## src/rtl/tmr_irq_pkg.sv

```systemverilog
package tmr_irq_pkg;
  localparam int NSRC = 4;

  typedef enum logic [1:0] {
    SRC_OVF  = 2'd0,
    SRC_CMPA = 2'd1,
    SRC_CMPB = 2'd2,
    SRC_CAP  = 2'd3
  } src_e;

  // Register bit carrying a given source; software decodes these positions.
  function automatic int bit_pos(input int src);
    case (src)
      0: bit_pos = 0;
      1: bit_pos = 1;
      2: bit_pos = 2;
      default: bit_pos = 5;
    endcase
  endfunction
endpackage

```

## src/rtl/tmr_cmp_delay.sv

```systemverilog
module tmr_cmp_delay (
  input  logic clk,
  input  logic rst,
  input  logic tick,
  input  logic match_s,
  input  logic force_s,
  output logic set_o
);
  logic pend;

  always_ff @(posedge clk) begin
    if (rst)       pend <= 1'b0;
    else if (tick) pend <= match_s & ~force_s;
  end

  assign set_o = tick & pend;

  // a forced strobe never arms the flag
  assert_force_blocks_R8: assert property (@(posedge clk) disable iff (rst)
    (tick && force_s) |=> !pend);

  // the pending match only ever arms on a timer tick
  assert_pend_on_tick_R7: assert property (@(posedge clk) disable iff (rst)
    $rose(pend) |-> $past(tick));
endmodule

```

## src/rtl/tmr_flag_cell.sv

```systemverilog
module tmr_flag_cell (
  input  logic clk,
  input  logic rst,
  input  logic set_i,
  input  logic clr_i,
  output logic flag_o
);
  always_ff @(posedge clk) begin
    if (rst)        flag_o <= 1'b0;
    else if (set_i) flag_o <= 1'b1;
    else if (clr_i) flag_o <= 1'b0;
  end

  // a set in the same cycle as a clear leaves the flag set
  assert_set_wins_R11: assert property (@(posedge clk) disable iff (rst)
    set_i |=> flag_o);

  // R6 (and R5): a clear with no set drops the flag
  assert_clear_R6: assert property (@(posedge clk) disable iff (rst)
    (clr_i && !set_i) |=> !flag_o);
endmodule

```

## src/rtl/tmr_irq_unit.sv

```systemverilog
module tmr_irq_unit
  import tmr_irq_pkg::*;
#(
  parameter int ADDR_W = 8,
  parameter int DATA_W = 8,
  parameter logic [ADDR_W-1:0] MASK_ADDR = '0,
  parameter logic [ADDR_W-1:0] FLAG_ADDR = 1
) (
  input  logic              clk,
  input  logic              rst,
  input  logic              tick,
  input  logic              ovf_evt,
  input  logic              cmpa_match,
  input  logic              cmpa_force,
  input  logic              cmpb_match,
  input  logic              cmpb_force,
  input  logic              cap_evt,
  input  logic              top_evt,
  input  logic              cap_is_top,
  input  logic              gie,
  input  logic [NSRC-1:0]   vec_ack,
  input  logic [ADDR_W-1:0] bus_addr,
  input  logic [DATA_W-1:0] bus_wdata,
  input  logic              bus_we,
  output logic [DATA_W-1:0] bus_rdata,
  output logic [NSRC-1:0]   irq
);
  logic [NSRC-1:0]   set_v, clr_v, flag_q, mask_q;
  logic [DATA_W-1:0] live_bits, flag_rd, mask_rd;
  logic              wr_mask, wr_flag;
  logic              unused_wbits;

  assign wr_mask = bus_we && (bus_addr == MASK_ADDR);
  assign wr_flag = bus_we && (bus_addr == FLAG_ADDR);

  // Compare sources pass through the one-tick delay
  tmr_cmp_delay u_dly_a (
    .clk(clk), .rst(rst), .tick(tick),
    .match_s(cmpa_match), .force_s(cmpa_force), .set_o(set_v[SRC_CMPA])
  );
  tmr_cmp_delay u_dly_b (
    .clk(clk), .rst(rst), .tick(tick),
    .match_s(cmpb_match), .force_s(cmpb_force), .set_o(set_v[SRC_CMPB])
  );

  assign set_v[SRC_OVF] = ovf_evt;
  assign set_v[SRC_CAP] = cap_is_top ? top_evt : cap_evt;

  always_comb begin
    live_bits = '0;
    flag_rd   = '0;
    mask_rd   = '0;
    for (int s = 0; s < NSRC; s++) begin
      live_bits[bit_pos(s)] = 1'b1;
      flag_rd[bit_pos(s)]   = flag_q[s];
      mask_rd[bit_pos(s)]   = mask_q[s];
    end
  end

  assign unused_wbits = ^(bus_wdata & ~live_bits);

  for (genvar i = 0; i < NSRC; i++) begin : g_src
    localparam int P = bit_pos(i);

    assign clr_v[i] = (wr_flag && bus_wdata[P]) || vec_ack[i];

    tmr_flag_cell u_flag (
      .clk(clk), .rst(rst), .set_i(set_v[i]), .clr_i(clr_v[i]), .flag_o(flag_q[i])
    );

    always_ff @(posedge clk) begin
      if (rst)          mask_q[i] <= 1'b0;
      else if (wr_mask) mask_q[i] <= bus_wdata[P];
    end
  end

  always_ff @(posedge clk) begin
    if (rst) begin
      bus_rdata <= '0;
      irq       <= '0;
    end else begin
      irq <= flag_q & mask_q & {NSRC{gie}};
      if (bus_addr == MASK_ADDR)      bus_rdata <= mask_rd;
      else if (bus_addr == FLAG_ADDR) bus_rdata <= flag_rd;
      else                            bus_rdata <= '0;
    end
  end

  // reserved bits never read as one
  assert_rsvd_zero_R2: assert property (@(posedge clk) disable iff (rst)
    (bus_rdata & ~live_bits) == '0);

  // no request leaves without the global enable one cycle earlier
  assert_irq_needs_gie_R4: assert property (@(posedge clk) disable iff (rst)
    (|irq) |-> $past(gie));

  // each request line needs its own enable one cycle earlier
  assert_irq_needs_mask_R4: assert property (@(posedge clk) disable iff (rst)
    ((irq & ~$past(mask_q)) == '0));
endmodule

```

## config.mk

```make
export PLATFORM = sky130hd
export DESIGN_NAME = tmr_irq_unit
export DESIGN_NICKNAME = d
export VERILOG_FILES = /design/src/rtl/tmr_irq_pkg.sv /design/src/rtl/tmr_cmp_delay.sv /design/src/rtl/tmr_flag_cell.sv /design/src/rtl/tmr_irq_unit.sv
export SDC_FILE = /design/constraint.sdc
export NUM_CORES = 1
export LEC_CHECK = 0
export BUFFER_PORTS_ARGS = -buffer_cell sky130_fd_sc_hd__buf_4
export CAP_MARGIN = 40
export CORE_ASPECT_RATIO = 1.4
export CORE_MARGIN = 5
export CORE_UTILIZATION = 45
export DETAILED_ROUTE_END_ITERATION = 16
export GPL_TIMING_DRIVEN = 0
export PLACE_DENSITY = 0.81
export RECOVER_POWER = 100
export SLEW_MARGIN = 0
export SYNTH_ARGS = -nofsm -noshare
export SYNTH_HDL_FRONTEND = slang
export SYNTH_HIERARCHICAL = 1
export SYNTH_SLANG_ARGS = --single-unit
export TNS_END_PERCENT = 20
```

## constraint.sdc

```tcl
create_clock -name clk -period 1.92 [get_ports clk]
set_clock_uncertainty 0.15 [all_clocks]
set_input_delay 0.192 -clock clk [delete_from_list [all_inputs] [get_ports clk]]
set_output_delay 0.192 -clock clk [all_outputs]
set_load 0.005 [all_outputs]
```

Yosys cells after proc, flatten, opt, wreduce, memory -nomap -nowiden
Index checks and enable logic that the tools add are counted.
Widths: inputs -> output; s select.
{"block": "classes", "eq_ne": 1, "muxes": 11, "n_bitwise": 8, "n_reduce_logical": 16}
{"op": "$mux 6", "n": 2}
{"op": "$mux 1", "n": 9}
{"op": "$and 4x4->4", "n": 2}
{"op": "$eq 8x1->1 const B", "n": 1}
{"op": "$logic_not 8->1", "n": 1}
{"op": "$reduce_bool 2->1", "n": 4}
{"op": "$logic_and 1x1->1", "n": 6}
{"op": "$and 1x1->1", "n": 4}
{"op": "$logic_or 1x1->1", "n": 4}
{"op": "$not 1->1", "n": 2}
{"op": "$reduce_or 2->1", "n": 1}
{"block": "totals", "reg_bits": 22, "input_bits": 33, "output_inout_bits": 12, "word_cells": 49}

Depth between registers and ports, before layout
Gate-level depths: netlist of run 1.
{"block": "depth", "ltp_word": 6, "mapped_depth": 5, "depth_no_buf": 5}

By module
The synthesis of run 1 kept the hierarchy.
{"module": "tmr_irq_unit", "n_inst": 1, "cells_per_inst": 54, "area_per_inst_um2": 570.5, "seq_area_each_um2": 240.2}
{"module": "tmr_flag_cell", "n_inst": 4, "cells_per_inst": 4, "area_per_inst_um2": 38.8, "seq_area_each_um2": 20.0}
{"module": "tmr_cmp_delay", "n_inst": 2, "cells_per_inst": 5, "area_per_inst_um2": 48.8, "seq_area_each_um2": 20.0}

Worst setup path after synthesis of run 1
Ideal clock, no wire load.
{"block": "synth_timing", "path_type": "input to register", "from": "input bus_addr[5]", "to": "register g_src[0].u_flag.flag_o", "setup_time_ns": 0.113, "arrival_time_ns": 1.034, "t_required_ns": 1.657, "path_slack_ns": 0.622, "stages": 5, "path_buffers": 0, "cell_sequence": "nor4_4 > and3_2 > a21o_1 > nand2b_1 > a21oi_2"}
{"block": "synth_via", "elab_chain_cells": 5}
{"element": "from (decl)", "line_no": "tmr_irq_unit.sv:22", "rtl": "input logic [ADDR_W-1:0] bus_addr,"}
{"element": "$eq 8x1->1", "line_no": "tmr_irq_unit.sv:34", "rtl": "assign wr_flag = bus_we && (bus_addr == FLAG_ADDR);"}
{"element": "$logic_and 1x1->1", "line_no": "tmr_irq_unit.sv:34"}
{"element": "$logic_and 1x1->1", "line_no": "tmr_irq_unit.sv:65", "rtl": "assign clr_v[i] = (wr_flag && bus_wdata[P]) || vec_ack[i];"}
{"element": "$logic_or 1x1->1", "line_no": "tmr_irq_unit.sv:65"}
{"element": "named net clr_v[0]", "line_no": "tmr_irq_unit.sv:28", "rtl": "logic [NSRC-1:0] set_v, clr_v, flag_q, mask_q;"}
{"element": "$reduce_bool 2->1 (no line)"}
{"element": "to (signal assigned)", "line_no": "tmr_flag_cell.sv:9", "rtl": "if (rst) flag_o <= 1'b0;"}
{"element": "to (signal assigned)", "line_no": "tmr_flag_cell.sv:10", "rtl": "else if (set_i) flag_o <= 1'b1;"}
{"element": "to (signal assigned)", "line_no": "tmr_flag_cell.sv:11", "rtl": "else if (clr_i) flag_o <= 1'b0;"}
{"element": "to (decl)", "line_no": "tmr_flag_cell.sv:6", "rtl": "output logic flag_o"}
The timed path passes the listed nets, and every way through them passes these cells.
A chain may end at the register's enable or synchronous reset.

Worst setup path after layout of run 1
Ends and elaborated chain as after synthesis.

==> results of run 1 <==
==> Yosys cell counts <==
master | count | area share, %
mux2i_1 | 8 | 9.7
dfxtp_1 | 18 | 44
and2_1 | 2 | 1.5
nor3_1 | 1 | 0.61
nor2b_1 | 1 | 0.76
nand2b_1 | 14 | 11
buf_4 | 4 | 3.6
nand3b_1 | 3 | 2.7
nor4_4 | 1 | 2.6
and3_2 | 1 | 0.91
a21o_1 | 4 | 3.6
inv_1 | 4 | 1.8
and3_1 | 4 | 3.0
nand4b_4 | 1 | 2.9
mux2_2 | 1 | 1.4
a21oi_2 | 6 | 6.4
buf_2 | 1 | 0.61
conb_1 | 1 | 0.46
nor2_1 | 4 | 1.8
nor4b_1 | 1 | 1.1
==> through the flow <==
stage          util (%)  hold WS, ns  setup WS, ns  std cells
5_1_grt            66.0     0.000466         0.596        143
3_3_place_gp       63.9        0.277         0.395        138
3_5_place_dp       63.9        0.297         0.381        138
4_1_cts            66.5      0.00595         0.704        143
2_1_floorplan         -        0.104         0.622         83
6_report           66.0       0.0111         0.684        143
==> cells by family after synthesis <==
group                  Yosys count
buffers and inverters            9
flip-flops                      18
AND/OR/NAND/NOR                 33
AO/OA/AOI/OAI                   10
multiplexers                     9
other                            1
==> worst min-delay path, stage by stage <==
cell	delay (ns)
buf_4	0.11
nand2b_1	0.05
mux2i_1	0.06
==> area by class of cell <==
type                            count  area share [%]
Timing Repair Buffer               36            22.9
Clock buffer                        4            3.13
Inverter                            4            1.29
Tap cell                           20            2.16
Multi-Input combinational cell     56            36.5
Sequential cell                    18            31.1
Buffer                              5            3.02
==> flip-flops by register name (all words and copies together), names as in the netlist <==
| register | cells |
|---|---|
| g_src.u_flag/flag_o | 4 |
| u_dly_b/pend | 1 |
| u_dly_a/pend | 1 |
| mask_q | 4 |
| irq | 4 |
| bus_rdata | 4 |
==> layer usage <==
| metal | vias up | global-route usage (%) | share of wire [%] |
|---|---|---|---|
| li1 | 347 | - | - |
| met2 | 32 | 21.9 | 51 |
| met5 | - | 0 | 0 |
| met4 | 0 | 8.54 | 2.2 |
| met3 | 4 | 2.67 | 13 |
| met1 | 291 | 13.6 | 34 |
==> cell usage in the layout, fill, tap and decap left out <==
| cell type | netlist | layout |
|---|---|---|
| and2_1 | 2 | 2 |
| a21o_1 | 4 | 4 |
| buf_2 | 1 | 1 |
| clkbuf_4 | 0 | 11 |
| nor3_1 | 1 | 1 |
| nor2_1 | 4 | 4 |
| clkbuf_1 | 0 | 2 |
| conb_1 | 1 | 4 |
| nor2b_1 | 1 | 1 |
| nor4b_1 | 1 | 1 |
| dlygate4sd3_1 | 0 | 1 |
| nor4_4 | 1 | 1 |
| mux2i_1 | 8 | 8 |
| a21oi_2 | 6 | 6 |
| clkbuf_8 | 0 | 1 |
| dfxtp_1 | 18 | 18 |
| buf_4 | 4 | 29 |
| mux2_2 | 1 | 1 |
| nand4b_4 | 1 | 1 |
| nand3b_1 | 3 | 3 |
| and3_1 | 4 | 5 |
| inv_1 | 4 | 4 |
| nand2b_1 | 14 | 14 |
==> path summary, 6_finish.rpt <==
check,from,to,slack (ns),cells after the start
max reg2reg,u_dly_a/pend$_SDFFE_PP0P_,g_src[1].u_flag/flag_o$_SDFFE_PP0P_,1.13,3
max,bus_addr[5],g_src[0].u_flag/flag_o$_SDFFE_PP0P_,0.68,6
min reg2reg,u_dly_a/pend$_SDFFE_PP0P_,u_dly_a/pend$_SDFFE_PP0P_,0.33,2
min,bus_wdata[1],mask_q[1]$_SDFFE_PP0P_,0.01,3
==> report_power, final <==
group / total (mW) / internal (mW) / leakage, nW / switching [mW]
Clock: 0.232 / 0.116 / 0.0210 / 0.116
Combinational: 0.0963 / 0.0619 / 0.422 / 0.0344
Sequential: 0.382 / 0.379 / 0.146 / 0.00367
==> timing repair <==
item,in CTS,in global routing
setup buffers,0,0
endpoints found under the setup margin,0,0
hold endpoints to repair,1,0
hold buffers,1,0
==> impl_metrics.py, run 1 <==
metrics = {
    "yosys": {
        "synth_mux_area_share_pct": 11.1,
        "synth_top_family_by_area": "simple AND/OR/NAND/NOR gates",
        "synth_cell_types": 20,
        "ys_seq_elements": 18,
        "synthSimpleGateAreaFrac_pct": 28.6,
        "synth_fa_ha_area_share_pct": 0,
        "synth_compound_area_share_pct": 10.0,
        "ys_warn_count": 6,
        "netlist_instances": 80,
        "syn-cell-area_um2": 823,
        "avgSynthCellArea_um2": 10.3,
        "seq_area_frac_synth_pct": 43.8,
        "synth_xor_xnor_area_share_pct": 0,
    },
    "cells_and_area": {
        "synthToLayoutAreaGrowth_pct": 40.9,
        "antenna_cells": 0,
        "drive_above_1_share_pct": 41.5,
        "nets": 157,
        "area.sequential_um2": 360,
        "stdcell_area_um2": 1160,
        "multi_input_area_um2": 423,
        "fill_cells": 170,
    },
    "detailed_routing": {
        "via_per_inst": 4.71,
        "drc": 0,
        "drt_pre_antenna_iters": 4,
        "antenna_left": 0,
        "drtIter0Drc": 7,
        "avgRoutedWirePerCell_um": 11.4,
        "vias": 674,
        "drt-total-wl_mm": 1.62,
    },
    "worst_setup_path": {
        "cp-start-kind": "input port",
        "crit_slowest_cell": "nor4_4",
        "slowest_delay_ns": 0.36,
        "critPathBufInv": 1,
        "required_ns": 1.96,
        "crit_fanout": 4,
        "arrival_ns": 1.28,
        "path_class": "input port to flip-flop",
        "crit_family": "simple AND/OR/NAND/NOR gates",
        "path_cells": "clkbuf_1 -> nor4_4 -> and3_1 -> a21o_1 -> nand2b_1 -> a21oi_2",
        "cp-end-kind": "flip-flop",
    },
    "grt": {
        "grt_overflow_total": 0,
        "grt_pass1_vias": 639,
        "grt_pass1_wl_mm": 2.59,
        "grt_usage_pct": 12.8,
        "antenna_found_initial": 0,
        "grt_max_degree": 17,
    },
    "clock_network": {
        "cts_root_buffer": "clkbuf_4",
        "cts_buffers": 3,
        "cts_tree": "done",
        "clk_latency_ns": 0.29,
        "clock_sink_count": 18,
        "htree_levels": 1,
        "cts.repair.resized": 0,
        "clk_pin_slew_ns": 0.10,
        "cts_max_path_buffers": 2,
    },
    "sta": {
        "min_period_over_period_pct": 64.4,
        "setup_violations": 0,
        "grt_setup_unrepaired": "false",
        "fin_tns_setup_ns": 0,
        "period_needed_ns": 1.24,
        "hold_viol_final": 0,
        "max_freq_mhz": 809,
        "slew_viol_final": 0,
    },
    "floorplanning": {
        "io_pins": 45,
        "rows": 18,
        "initial_core_util_pct": 46.9,
        "die_y_um": 60.6,
        "die_w_um": 46.2,
        "coreArea_um2": 1760,
        "die-area_um2": 2800,
    },
    "place": {
        "gp_congestion": 0.693,
        "port_buffers": 35,
        "dpl_cell_area_um2": 1120,
    },
    "worst_hold_path": {
        "hold_class": "input port to flip-flop",
    },
    "status": {
        "status": "finished clean",
    },
    "power": {
        "peakVddDrop_mv": 0.468,
        "power.density_nw_per_um2": 612,
        "leakage_nw": 0.589,
        "p_total_mw": 0.710,
    },
    "job": {
        "drv_cap": 0,
    },
}
(Power assumes the default switching activity.)
==> run 2: changes to the inputs <==
--- a/config.mk
+++ b/config.mk
@@ -9,10 +9,10 @@
 export CAP_MARGIN = 40
 export CORE_ASPECT_RATIO = 1.4
 export CORE_MARGIN = 5
-export CORE_UTILIZATION = 45
+export CORE_UTILIZATION = 38
 export DETAILED_ROUTE_END_ITERATION = 16
 export GPL_TIMING_DRIVEN = 0
-export PLACE_DENSITY = 0.81
+export PLACE_DENSITY = 0.73
 export RECOVER_POWER = 100
 export SLEW_MARGIN = 0
 export SYNTH_ARGS = -nofsm -noshare
==> constraint.sdc (replaced) <==
create_clock -name clk -period 1 [get_ports clk]
set_clock_uncertainty 0.15 [all_clocks]
set_input_delay 0.1 -clock clk [delete_from_list [all_inputs] [get_ports clk]]
set_output_delay 0.1 -clock clk [all_outputs]
set_load 0.005 [all_outputs]
==> run 2 against run 1 <==
The flow now finishes with violations (negative hold slack); utilization fell by 5.3 points; critical path depth fell by 5; combinational power increased by 130%; non-clock buffer count is 8 higher; largest cell class unchanged; largest power group unchanged.
==> impl_metrics.py, run 2 (synthesized netlist as in run 1, its figures left out) <==
metrics = {
    "power": {
        "p_total_mw": 1.40,
        "swShare_pct": 21.5,
        "pwr-share-seq_pct": 52.8,
        "switchingPower_mw": 0.300,
        "peakVddDrop_mv": 0.665,
        "internal_power_mw": 1.10,
        "leakage_nw": 0.656,
        "clkPwrFrac_pct": 31.4,
        "p_comb_share_pct": 15.9,
        "power.density_nw_per_um2": 1080,
    },
    "detailed_routing": {
        "drt_pre_antenna_iters": 3,
        "vias": 701,
        "antenna_left": 0,
        "drc": 0,
        "avgRoutedWirePerCell_um": 11.3,
        "drt-total-wl_mm": 1.73,
        "via_per_inst": 4.58,
        "drtIter0Drc": 2,
    },
    "sta": {
        "max_freq_mhz": 1020,
        "hold_viol_final": 6,
        "fin_tns_setup_ns": 0,
        "grt_setup_unrepaired": "true",
        "period_needed_ns": 0.981,
        "slew_viol_final": 0,
        "min_period_over_period_pct": 98.1,
        "whs_ns": -0.0734,
        "setup_violations": 0,
        "setup_slack_ns": 0.0190,
    },
    "clock_network": {
        "cts_root_buffer": "clkbuf_4",
        "cts_buffers": 3,
        "cts_max_path_buffers": 2,
        "cts_tree": "done",
        "clk_latency_ns": 0.28,
        "clock_sink_count": 18,
        "htree_levels": 1,
        "clk_pin_slew_ns": 0.10,
    },
    "place": {
        "port_buffers": 35,
        "gp_congestion": 0.718,
        "pre_cts_slack_ns": -0.430,
        "place_inst": 140,
    },
    "worst_setup_path": {
        "slowest_delay_ns": 0.32,
        "critPathBufInv": 1,
        "required_ns": 0.75,
        "crit_fanout": 1,
        "crit_slowest_cell": "dfxtp_1",
        "r2r_end": "bus_rdata[0]$_SDFF_PP0_",
        "cp-start-kind": "flip-flop",
        "path_cells": "buf_4",
        "arrival_ns": 0.73,
        "path_class": "flip-flop to primary output",
        "cp-end-kind": "primary output",
        "crit_family": "flip-flops",
        "worstRegToRegCells": 2,
        "rr_startpoint": "g_src[0].u_flag/flag_o$_SDFFE_PP0P_",
        "worst-r2r-setup-slack_ns": 0.17,
    },
    "worst_hold_path": {
        "min_delay_path_depth": 2,
        "hold_class": "input port to flip-flop",
        "worstHoldStart": "rst",
        "hold_end": "u_dly_b/pend$_SDFFE_PP0P_",
    },
    "floorplanning": {
        "io_pins": 45,
        "coreArea_um2": 2130,
        "die-area_um2": 3210,
        "die_w_um": 49.3,
        "rows": 20,
        "initial_core_util_pct": 38.7,
        "die_y_um": 65.1,
    },
    "cells_and_area": {
        "drive_above_1_share_pct": 45.0,
        "synthToLayoutAreaGrowth_pct": 57.0,
        "nets": 165,
        "antenna_cells": 0,
        "final_util_pct": 60.8,
        "fin_cells": 153,
        "final_common_cell": "buf_4",
        "layout_common_cells": "buf_4 (35), dfxtp_1 (18), nand2b_1 (10)",
    },
    "grt": {
        "grt_max_degree": 17,
        "grt_overflow_total": 0,
        "antenna_found_initial": 0,
        "grt_pass1_vias": 683,
        "grt_pass1_wl_mm": 2.83,
        "grt_usage_pct": 11.2,
    },
    "status": {
        "status": "finished, violations left",
        "violations": "negative hold slack",
    },
    "job": {
        "drv_cap": 0,
    },
}
## run 2: cell types whose count changed in the layout (fill, tap and decap cells not counted), sizes merged
cell / delta
clkbuf: -7
buf: +8
dlygate4sd3: +7
## run 2: layer usage
| layer | routed length [um] | vias up | share of wire (%) | track usage, % |
|---|---|---|---|---|
| met4 | 15 | 0 | 0.87 | 6.06 |
| met3 | 151 | 2 | 8.7 | 3.91 |
| met2 | 906 | 26 | 52 | 19.0 |
| met5 | 0 | - | 0 | 0 |
| met1 | 656 | 308 | 38 | 11.9 |
| li1 | - | 365 | - | - |
## run 2: worst max-delay path by stage
stage	from	to	slack, ns	cells after the start
after floorplan	bus_addr[6]	g_src[0].u_flag/flag_o$_SDFFE_PP0P_	-0.20	5
after global placement	bus_addr[6]	g_src[1].u_flag/flag_o$_SDFFE_PP0P_	-0.41	6
after detailed placement	bus_addr[6]	g_src[2].u_flag/flag_o$_SDFFE_PP0P_	-0.43	6
after CTS	irq[2]$_SDFF_PP0_	irq[2]	0.003	1
after global routing	bus_addr[6]	g_src[3].u_flag/flag_o$_SDFFE_PP0P_	-0.04	6
final	irq[2]$_SDFF_PP0_	irq[2]	0.02	1
## run 2: power by group through the flow
stage | Clock [mW] | Sequential [mW] | Combinational, mW
after floorplan | 0 | 0.752 | 0.0861
after global routing | 0.478 | 0.740 | 0.240
after detailed placement | 0 | 0.754 | 0.194
after global placement | 0 | 0.753 | 0.190
final | 0.438 | 0.738 | 0.222
after CTS | 0.454 | 0.738 | 0.219
## run 2: area by class of cell
class                           count  area (um2)
Sequential cell                    18         360
Clock buffer                        4        36.3
Buffer                              5        35.0
Timing Repair Buffer               44         354
Multi-Input combinational cell     56         464
Inverter                            4        15.0
Fill cell                         199         835
Tap cell                           22        27.5
## run 2: what timing repair did
item / CTS / global route
pin swaps: 2 / 6
endpoints found under the setup margin: 4 / 10
hold buffers: 7 / 1
resized for setup: 1 / 2
setup buffers: 1 / 0
endpoints found under the hold margin: 10 / 6
## run 2: through the flow
stage	cell area (um2)	hold WS, ns
4_1_cts	1280	-0.0810
5_1_grt	1290	-0.0766
6_report	1290	-0.0734
3_5_place_dp	1160	0.219
2_1_floorplan	868	0.0124
3_3_place_gp	1160	0.206
==> run 3: changes to the inputs <==
--- a/config.mk
+++ b/config.mk
@@ -5,14 +5,15 @@
 export SDC_FILE = /design/constraint.sdc
 export NUM_CORES = 1
 export LEC_CHECK = 0
+export ABC_AREA = 0
 export BUFFER_PORTS_ARGS = -buffer_cell sky130_fd_sc_hd__buf_4
 export CAP_MARGIN = 40
 export CORE_ASPECT_RATIO = 1.4
 export CORE_MARGIN = 5
-export CORE_UTILIZATION = 38
+export CORE_UTILIZATION = 45
 export DETAILED_ROUTE_END_ITERATION = 16
 export GPL_TIMING_DRIVEN = 0
-export PLACE_DENSITY = 0.73
+export PLACE_DENSITY = 0.77
 export RECOVER_POWER = 100
 export SLEW_MARGIN = 0
 export SYNTH_ARGS = -nofsm -noshare
==> constraint.sdc (replaced) <==
create_clock -name clk -period 1.25 [get_ports clk]
set_clock_uncertainty 0.15 [all_clocks]
set_input_delay 0.125 -clock clk [delete_from_list [all_inputs] [get_ports clk]]
set_output_delay 0.125 -clock clk [all_outputs]
set_load 0.005 [all_outputs]
==> run 3 against run 2 <==
The run now ends clean; combinational power down 22%; utilization rose by 11 points; count of clock-buffer cells in the layout stayed put; clock power is 21% lower; cell count unchanged; cell area decreased by 1.9%; routed wire length decreased by 1.6%; via count up 0.71%; sequential cell count unchanged; global-route usage up 2.5 points; worst hold slack gained 0.096 ns; largest power group unchanged.
==> impl_metrics.py, run 3 (synthesized netlist as in run 1, its figures left out) <==
metrics = {
    "sta": {
        "max_freq_mhz": 867,
        "setup_violations": 0,
        "slew_viol_final": 0,
        "min_period_over_period_pct": 92.2,
        "grt_setup_unrepaired": "false",
        "period_needed_ns": 1.15,
        "hold_viol_final": 0,
        "setup_slack_ns": 0.0970,
    },
    "cells_and_area": {
        "final_util_pct": 72.2,
        "synthToLayoutAreaGrowth_pct": 54.0,
        "layout_common_cells": "buf_4 (28), dfxtp_1 (18), nand2b_1 (14)",
        "fill_cells": 138,
        "stdcell_area_um2": 1270,
        "nets": 167,
        "area.sequential_um2": 360,
        "antenna_cells": 0,
        "final_common_cell": "buf_4",
        "drive_above_1_share_pct": 40.6,
        "multi_input_area_um2": 427,
    },
    "floorplanning": {
        "coreArea_um2": 1760,
        "io_pins": 45,
        "die-area_um2": 2800,
        "die_y_um": 60.6,
        "initial_core_util_pct": 46.9,
        "rows": 18,
        "die_w_um": 46.2,
    },
    "clock_network": {
        "cts_max_path_buffers": 2,
        "cts_tree": "done",
        "cts_buffers": 3,
        "clock_sink_count": 18,
        "clk_latency_ns": 0.28,
        "clk_pin_slew_ns": 0.10,
        "cts_root_buffer": "clkbuf_4",
        "htree_levels": 1,
    },
    "place": {
        "hpwl_mm": 1.36,
        "pre_cts_slack_ns": -0.231,
        "dpl_cell_area_um2": 1120,
        "port_buffers": 35,
        "gp_congestion": 0.674,
    },
    "job": {
        "drv_cap": 0,
    },
    "grt": {
        "grt_max_degree": 17,
        "grt_pass1_vias": 686,
        "grt_pass1_wl_mm": 2.78,
        "grt_usage_pct": 13.7,
        "antenna_found_initial": 0,
        "grt_overflow_total": 0,
    },
    "detailed_routing": {
        "drc": 0,
        "drt-total-wl_mm": 1.70,
        "avgRoutedWirePerCell_um": 11.1,
        "vias": 706,
        "drt_pre_antenna_iters": 3,
        "antenna_left": 0,
        "drtIter0Drc": 2,
        "via_per_inst": 4.61,
    },
    "worst_setup_path": {
        "arrival_ns": 1.19,
        "crit_fanout": 4,
        "required_ns": 1.28,
        "cp-start-kind": "input port",
        "critPathBufInv": 1,
        "crit_family": "simple AND/OR/NAND/NOR gates",
        "path_class": "input port to flip-flop",
        "worst-r2r-setup-slack_ns": 0.45,
        "path_cells": "clkbuf_1 -> nor4_4 -> and3_2 -> a21o_1 -> nand2b_1 -> a21oi_2",
        "cp-end-kind": "flip-flop",
        "slowest_delay_ns": 0.36,
        "crit_slowest_cell": "nor4_4",
    },
    "power": {
        "peakVddDrop_mv": 0.752,
        "p_total_mw": 1.11,
        "leakage_nw": 0.635,
        "power.density_nw_per_um2": 873,
    },
    "worst_hold_path": {
        "hold_class": "input port to flip-flop",
    },
    "status": {
        "status": "finished clean",
    },
}
==> run 3: layer usage <==
metal	wire length, um	vias to the layer above	GRT usage [%]	share of wire, %
met3	172	2	3.56	10
li1	-	368	-	-
met5	0	-	0	0
met2	911	28	25.4	53
met4	14	0	6.10	0.82
met1	605	308	13.8	36
==> run 3: final timing paths <==
check | start | cells after the start | end
max reg2reg | u_dly_b/pend$_SDFFE_PP0P_ | 3 | g_src[2].u_flag/flag_o$_SDFFE_PP0P_
min reg2reg | u_dly_b/pend$_SDFFE_PP0P_ | 2 | u_dly_b/pend$_SDFFE_PP0P_
max | bus_addr[5] | 6 | g_src[2].u_flag/flag_o$_SDFFE_PP0P_
min | vec_ack[0] | 4 | g_src[0].u_flag/flag_o$_SDFFE_PP0P_
==> run 3: final cells by class <==
type / instances / share of cell area [%]
inverter: 4 / 1.18
sequential: 18 / 28.4
clock buffer: 4 / 2.86
tap: 20 / 1.97
multi-input combinational: 56 / 33.7
buffer: 5 / 2.76
timing repair buffer: 46 / 29.1
==> run 3: per-stage QoR <==
step / setup TNS (ns) / instances / hold slack (ns)
floorplan: 0 / 83 / 0.0374
finish: 0 / 153 / 0.0221
global placement: -0.839 / 138 / 0.209
global route: 0 / 153 / 0.0201
CTS: 0 / 153 / 0.0188
detailed placement: -0.863 / 138 / 0.218
==> run 3: worst min-delay path: cells and delay by family <==
family                 cells  cell delay [ns]
AOI/OAI and AO/OA          2             0.11
buffers and inverters      1             0.08
and+or+nand+nor            1             0.11
==> run 3: power by group <==
| part | switching, mW | internal [mW] |
|---|---|---|
| combinational | 0.0582 | 0.116 |
| clock | 0.168 | 0.177 |
| sequential | 0.00546 | 0.582 |
| total | 0.232 | 0.875 |
==> run 3: repair_timing <==
action | CTS | global route
endpoints found under the setup margin | 0 | 3
hold buffers | 11 | 0
buffers inserted | 0 | 0
resized for setup | 0 | 1
endpoints found under the hold margin | 10 | 0
